[config.mk]
export PLATFORM = sky130hd
export DESIGN_NAME = fetch_seq
export DESIGN_NICKNAME = d
export VERILOG_FILES = /design/src/rtl/fetch_seq_pkg.sv /design/src/rtl/fetch_seq_ctrl.sv /design/src/rtl/fetch_seq_dp.sv /design/src/rtl/fetch_seq.sv
export SDC_FILE = /design/constraint.sdc
export NUM_CORES = 1
export LEC_CHECK = 0
export BUFFER_PORTS_ARGS = -buffer_cell sky130_fd_sc_hd__buf_2
export CAP_MARGIN = 25
export CORE_MARGIN = 1
export CORE_UTILIZATION = 61
export DETAILED_ROUTE_END_ITERATION = 8
export GPL_TIMING_DRIVEN = 0
export PLACE_DENSITY_LB_ADDON = 0.12
export RECOVER_POWER = 100
export SETUP_SLACK_MARGIN = 0.5
export SYNTH_ARGS = -nofsm -noshare
export SYNTH_HDL_FRONTEND = slang
export SYNTH_SLANG_ARGS = --single-unit
export TNS_END_PERCENT = 5
[constraint.sdc]
create_clock -name clk -period 11 [get_ports clk]
set_input_delay 2.2 -clock clk [delete_from_list [all_inputs] [get_ports clk]]
set_output_delay 2.2 -clock clk [all_outputs]
set_load 0.005 [all_outputs]
[src/rtl/fetch_seq_pkg.sv]
package fetch_seq_pkg;

  typedef enum logic [1:0] {
    SEL_STEP   = 2'd0,
    SEL_BRANCH = 2'd1,
    SEL_REGION = 2'd2,
    SEL_REGJMP = 2'd3
  } nextSel_e;

  // Strobes sent from the control to the datapath each cycle.
  typedef struct packed {
    logic     loadPending;  // PC takes the stored target, pending clears
    logic     capture;      // store a new target and mark it pending
    nextSel_e kind;         // which target the datapath computes
  } seqStrobes_t;

endpackage

[src/rtl/fetch_seq_ctrl.sv]
module fetch_seq_ctrl
  import fetch_seq_pkg::*;
(
  input  logic [1:0]  pcSel,
  input  logic        brCond,
  input  logic        pendValid,
  output seqStrobes_t strb
);

  nextSel_e selKind;
  logic     wantRedirect;

  assign selKind = nextSel_e'(pcSel);

  always_comb begin
    unique case (selKind)
      SEL_BRANCH: wantRedirect = brCond;
      SEL_REGION: wantRedirect = 1'b1;
      SEL_REGJMP: wantRedirect = 1'b1;
      default:    wantRedirect = 1'b0;
    endcase
  end

  always_comb begin
    strb.kind        = selKind;
    // An instruction in the delay slot may not start another redirect.
    strb.loadPending = pendValid;
    strb.capture     = wantRedirect & ~pendValid;
  end

endmodule

[src/rtl/fetch_seq_dp.sv]
module fetch_seq_dp
  import fetch_seq_pkg::*;
#(
  parameter int              ADDR_W    = 32,
  parameter int              IDX_W     = 26,
  parameter int              IMM_W     = 16,
  parameter logic [ADDR_W-1:0] RESET_VEC = 32'hBFC00000
) (
  input  logic              clk,
  input  logic              rst,
  input  logic              clkEn,
  input  seqStrobes_t       strb,
  input  logic [IDX_W-1:0]  jumpField,
  input  logic [ADDR_W-1:0] rsValue,
  output logic [ADDR_W-1:0] pcQ,
  output logic [ADDR_W-1:0] pendTarget,
  output logic              pendValid,
  output logic [ADDR_W-1:0] linkValue
);

  localparam int              REGION_W  = ADDR_W - IDX_W - 2;
  localparam int              EXT_W     = ADDR_W - IMM_W - 2;
  localparam logic [ADDR_W-1:0] STEP_B  = ADDR_W'(4);
  localparam logic [ADDR_W-1:0] LINK_B  = ADDR_W'(8);

  logic [ADDR_W-1:0] seqAddr;
  logic [ADDR_W-1:0] brOffset;
  logic [ADDR_W-1:0] branchTgt;
  logic [ADDR_W-1:0] regionTgt;
  logic [ADDR_W-1:0] nextTgt;
  logic [IMM_W-1:0]  imm;

  assign imm       = jumpField[IMM_W-1:0];
  assign seqAddr   = pcQ + STEP_B;
  assign brOffset  = {{EXT_W{imm[IMM_W-1]}}, imm, 2'b00};
  assign branchTgt = seqAddr + brOffset;

  generate
    if (REGION_W > 0) begin : g_region
      assign regionTgt = {seqAddr[ADDR_W-1 -: REGION_W], jumpField, 2'b00};
    end else begin : g_noregion
      assign regionTgt = {jumpField[ADDR_W-3:0], 2'b00};
    end
  endgenerate

  always_comb begin
    unique case (strb.kind)
      SEL_BRANCH: nextTgt = branchTgt;
      SEL_REGION: nextTgt = regionTgt;
      SEL_REGJMP: nextTgt = rsValue;
      default:    nextTgt = seqAddr;
    endcase
  end

  always_ff @(posedge clk) begin
    if (rst) begin
      pcQ        <= RESET_VEC;
      pendValid  <= 1'b0;
      pendTarget <= '0;
    end else if (clkEn) begin
      if (strb.loadPending) begin
        pcQ       <= pendTarget;
        pendValid <= 1'b0;
      end else begin
        pcQ <= seqAddr;
        if (strb.capture) begin
          pendTarget <= nextTgt;
          pendValid  <= 1'b1;
        end
      end
    end
  end

  assign linkValue = pcQ + LINK_B;

endmodule

[src/rtl/fetch_seq.sv]
module fetch_seq
  import fetch_seq_pkg::*;
#(
  parameter int              ADDR_W    = 32,
  parameter int              IDX_W     = 26,
  parameter int              IMM_W     = 16,
  parameter logic [ADDR_W-1:0] RESET_VEC = 32'hBFC00000
) (
  input  logic              clk,
  input  logic              rst,
  input  logic              clkEn,
  input  logic [IDX_W-1:0]  jumpField,
  input  logic [1:0]        pcSel,
  input  logic              brCond,
  input  logic [ADDR_W-1:0] rsValue,
  output logic [ADDR_W-1:0] fetchAddr,
  output logic [ADDR_W-1:0] linkValue
);

  seqStrobes_t       strb;
  logic              pendValid;
  logic [ADDR_W-1:0] pendTarget;

  fetch_seq_ctrl u_ctrl (
    .pcSel     (pcSel),
    .brCond    (brCond),
    .pendValid (pendValid),
    .strb      (strb)
  );

  fetch_seq_dp #(
    .ADDR_W    (ADDR_W),
    .IDX_W     (IDX_W),
    .IMM_W     (IMM_W),
    .RESET_VEC (RESET_VEC)
  ) u_dp (
    .clk        (clk),
    .rst        (rst),
    .clkEn      (clkEn),
    .strb       (strb),
    .jumpField  (jumpField),
    .rsValue    (rsValue),
    .pcQ        (fetchAddr),
    .pendTarget (pendTarget),
    .pendValid  (pendValid),
    .linkValue  (linkValue)
  );

endmodule

---- Word-level counts from Yosys, hierarchy flattened ----
Cells that the tools add are included.
word-level totals
  logic and storage cells ................. 18
  register bits after elaboration ......... 65
operators by class
  add/subtract/negate cells ............... 3
  bitwise logic cells ..................... 2
  mux-type cells .......................... 5
  equal/unequal tests ..................... 3
  reduce and logical (&&, ||, !) cells .... 2
operators with widths
  operator               number
  $pmux 32 s3            1
  $add 32x3->32 const B  1
  $add 32x32->32         1
  $add 32x4->32 const B  1
  $mux 32                1
  $eq 2x2->1 const B     2
  $reduce_and 3->1       1
  $eq 2x1->1 const B     1
  $mux 1                 2
  $pmux 1 s2             1
  $reduce_or 2->1        1
  $and 1x1->1            1
  $not 1->1              1

---- Depth between registers and ports, before layout ----
  word-level depth ........................ 6
  depth in mapped cells ................... 18
  mapped depth without buffers ............ 16

---- Hierarchy ----
A second synthesis with hierarchy kept.
second synthesis, totals
  cells, all modules ...................... 881
  area total of the unflattened synthesis .. 6533.8 um^2
by module, submodules not included
  module          instances  cells each  area each (um^2)  seq. area each (um^2)
  fetch_seq_dp    1          876         6502.5            1301.2
  fetch_seq_ctrl  1          5           31.3              0.0

---- Least setup slack after synthesis ----
Ideal clock, no wire load.
  kind .................................... register to output
  from .................................... register u_dp.pcQ[3]
  to ...................................... output linkValue[31]
  required time ........................... 8.800 ns
  data arrival time ....................... 2.340 ns
  stages on the path, launching flop included .. 9
  path slack .............................. 6.460 ns
  cells stage by stage .................... dfxtp_1 > ha_1 > nand2_1 > nor4_4 > nor2b_1 > clkbuf_1 > nor4b_1 > nand3_1 > xnor2_1
between the ends
  cells in the longest elaborated chain, start to end .. 1
ends and longest elaborated chain
  item                    RTL line            text
  from (decl)             fetch_seq_dp.sv:15  output logic [ADDR_W-1:0] pcQ,
  from (signal assigned)  fetch_seq_dp.sv:62  pcQ <= pendTarget;
  from (signal assigned)  fetch_seq_dp.sv:65  pcQ <= seqAddr;
  $add 32x4->32           fetch_seq_dp.sv:74  assign linkValue = pcQ + LINK_B;
  to (decl)               fetch_seq.sv:17     output logic [ADDR_W-1:0] linkValue
No other way between the ends.

---- Final worst setup path ----
  from .................................... register u_dp.pcQ[6]
  to ...................................... output linkValue[31]
The elaborated chain is that of the path after synthesis.

==> summary.md <==
| Metric | Value |
|---|---|
| Final setup viols | `0` |
| Fmax | `159 MHz` |
| Vias in the first global route | `6,231` |
| Total global routing overflow | `0` |
| Worst R2R Start | `u_dp.pcQ[6]` |
| Final WL | `20.5 mm` |
| Worst-Margin Slew | `1.32 ns` |
| Gr usage total | `40.4%` |
| I/O Buffers | `127` |
| DIE WIDTH | `102 um` |
| Root buf cell | `clkbuf_8` |
| Cts repair resizes | `0` |
| Wire length per cell | `19.2 um` |
| Initial antenna violation count | `0` |
| Final Worst Setup Slack | `4.69 ns` |
| Relative slew slack | `11.2%` |
| CTS Sinks | `65` |
| Deepest clock path buffer count | `2` |
| GPL Wtd Cong | `0.976` |
| Top_reg_cell synth | `dfxtp_1` |
| Synth cell count leaders | `nor2_1 (87), nand2_1 (81), dfxtp_1 (65), a21oi_1 (58), xnor2_1 (43)` |
| Final #Nets | `1,035` |
| Largest net degree at the start of global routing | `20` |
| Top-count cell post-synth | `nor2_1` |
| YS warnings | `0` |
| CP endpoint kind | `primary output` |
| Crit path time final | `6.31 ns` |
| Setup CP Type | `reg2out` |
| R2r setup slk | `5.29 ns` |
| Row count | `35` |
| First-pass GRT wire length | `32.1 mm` |
| Clock buffer count from CTS | `9` |
| Post-synth EDFFs | `0` |
| Ant diodes | `0` |
| TNS Setup | `0 ns` |
| Starting density of the core | `64.2%` |
| Worst hold start | `u_dp.pendTarget[0]` |
| Hold_buf cts | `0` |
| Post-CTS Repair Setup Buffers | `0` |
| Final Max Slew Viols | `0` |
| Crit path max fanout | `9` |
| Power per Cell Area | `99.6 nW/um^2` |
| IO Pins | `128` |
| Critical Path RT | `8.80 ns` |
| Initial detailed-routing violation count | `812` |
| Mapped Nets | `897` |
| Tot Pwr | `0.691 mW` |
| Netlist cell types | `62` |
| Worst Reg-to-Reg Cells | `16` |
| Final Hold Vio Count | `0` |
| CTS clk-pin slew, worst paths | `0.08 ns` |
| First-pass iteration count of the detailed router | `6` |
| Fin crit share | `57.4%` |
| Die Y | `102 um` |
| # DRC | `0` |
| Largest cells by area after synthesis | `dfxtp_1 (22%), ha_1 (7.4%), xnor2_1 (6.2%), nor2_1 (5.4%), nand2_1 (5.0%)` |
| RSZ-0062 raised after global routing | `false` |
| WP data arrival | `4.11 ns` |
| Die footprint | `10,300 um^2` |
| Min-delay worst type | `reg2reg` |
| Core Box Area | `9420 um^2` |
| Max Cap Viol | `0` |
| Pre-CTS setup slack | `5.76 ns` |
| Hold-critical path depth | `2` |
| Outcome | `completed` |
| Share of post-route cells with drive strength above 1 | `16.3%` |
| Top-area cell type share of the netlist area | `21.5%` |
| Skew-Pair Late Insertion Delay | `0.35 ns` |
| H-tree Lvls | `3` |
| Antenna viol nets, final | `0` |
| Syn Inst Count | `796` |
| Avg Cell Area, Syn | `7.60 um^2` |
| RR Endpoint | `u_dp.pendTarget[26]` |
| Leak | `2.88 nW` |
| Worst clock skew | `0.00915 ns` |
| Hold EP | `u_dp.pcQ[0]` |
| Seq cells post-synth | `65` |
| Worst vdd ir | `64.0 uV` |
| Area growth, synth to finish | `14.7%` |
| Synth Cell Area | `6050 um^2` |
| Synth area leader | `dfxtp_1` |
| Sequential share of the synthesized area | `21.5%` |
| Post-DR vias/cell | `6.41` |
| Clock tree from TritonCTS | `built` |
| Asr flop ratio synth | `0%` |
| Detailed Place HPWL | `15.8 mm` |
| DR vias | `6,846` |
| CP startpoint kind | `flop` |
| Fill cells | `798` |
[where the power goes]
group	leakage, nW	internal [mW]	switching [mW]	total, mW
Sequential	0.532	0.251	0.0136	0.265
Combinational	2.25	0.0889	0.132	0.221
Clock	0.0953	0.110	0.0955	0.206
[layout by cell type (no fill, tap or decap), types with 6 or more instances in the layout]
master / Yosys / routed
inv_1: 17 / 17
o211ai_1: 12 / 12
nand4_1: 14 / 14
nor2b_1: 6 / 6
o21bai_1: 10 / 10
clkbuf_1: 39 / 90
xnor2_1: 43 / 43
mux2i_1: 25 / 25
clkbuf_8: 0 / 10
nand3_1: 24 / 25
a211oi_1: 12 / 12
nand2_1: 81 / 81
or3_1: 13 / 13
o21ai_0: 22 / 22
a221oi_1: 27 / 27
mux2_2: 22 / 22
or2_2: 9 / 9
o21a_1: 8 / 8
xor2_1: 24 / 24
buf_2: 10 / 88
nor3_1: 28 / 29
a21oi_1: 58 / 58
nand2b_1: 9 / 9
o22ai_1: 9 / 9
dfxtp_1: 65 / 65
ha_1: 36 / 36
nor2_1: 87 / 87
[cells by family after synthesis]
logic type	Yosys count	synth area share [%]
simple gates	297	23.7
compound gates	197	22.1
buf+inv	85	6.66
xor+xnor	68	9.97
flops	65	21.5
mux	47	8.23
fa+ha+maj	37	7.78
[through the flow]
stage          hold WS [ns]  utilization [%]  area (um^2)  std cells
2_1_floorplan         0.431                -         6050        796
3_3_place_gp          0.440             72.7         6850       1052
3_5_place_dp          0.448             72.7         6850       1052
4_1_cts               0.447             74.8         7040       1068
5_1_grt               0.466             73.7         6940       1068
6_report              0.451             73.7         6940       1068
[critical path, cell delays in order (launching register included)]
cell,delay (ns)
dfxtp_1,0.34
clkbuf_1,0.35
nand3_1,0.24
nor4_1,1.14
nor2b_1,0.23
clkbuf_1,0.29
nor4b_1,0.65
nand3_1,0.20
xnor2_1,0.18
clkbuf_1,0.13
[layout make-up]
class / instances / area [um^2] / area share, %
buffer: 68 / 333 / 4.80
clock buffer: 11 / 141 / 2.04
clock inverter: 5 / 55.1 / 0.793
inverter: 17 / 63.8 / 0.919
multi-input combinational: 646 / 4310 / 62.1
sequential: 65 / 1300 / 18.7
tap: 129 / 161 / 2.33
timing repair buffer: 127 / 577 / 8.31
[routing by layer]
metal / up-vias / GRT usage, % / wire [um]
met4: 0 / 15.5 / 615
li1: 3167 / - / -
met3: 65 / 7.32 / 2470
met2: 508 / 63.6 / 8900
met1: 3106 / 54.9 / 8510
met5: - / 0 / 0
[how the worst max path moves through the flow]
| stage | startpoint | to | slack (ns) | cells after the start |
|---|---|---|---|---|
| 2_1_floorplan | u_dp.pcQ[3] | linkValue[31] | 6.46 | 8 |
| 3_3_place_gp | u_dp.pcQ[3] | linkValue[31] | 5.84 | 9 |
| 3_5_place_dp | u_dp.pcQ[3] | linkValue[31] | 5.76 | 9 |
| 4_1_cts | u_dp.pcQ[3] | linkValue[31] | 5.35 | 9 |
| 5_1_grt | u_dp.pcQ[6] | linkValue[31] | 4.46 | 9 |
| 6_report | u_dp.pcQ[6] | linkValue[31] | 4.69 | 9 |
[flip-flops by register name (all words and copies together) (netlist names)]
register	flops
u_dp.pendValid	1
u_dp.pendTarget	32
u_dp.pcQ	32
Note: power is estimated with default switching activity, not from simulation.
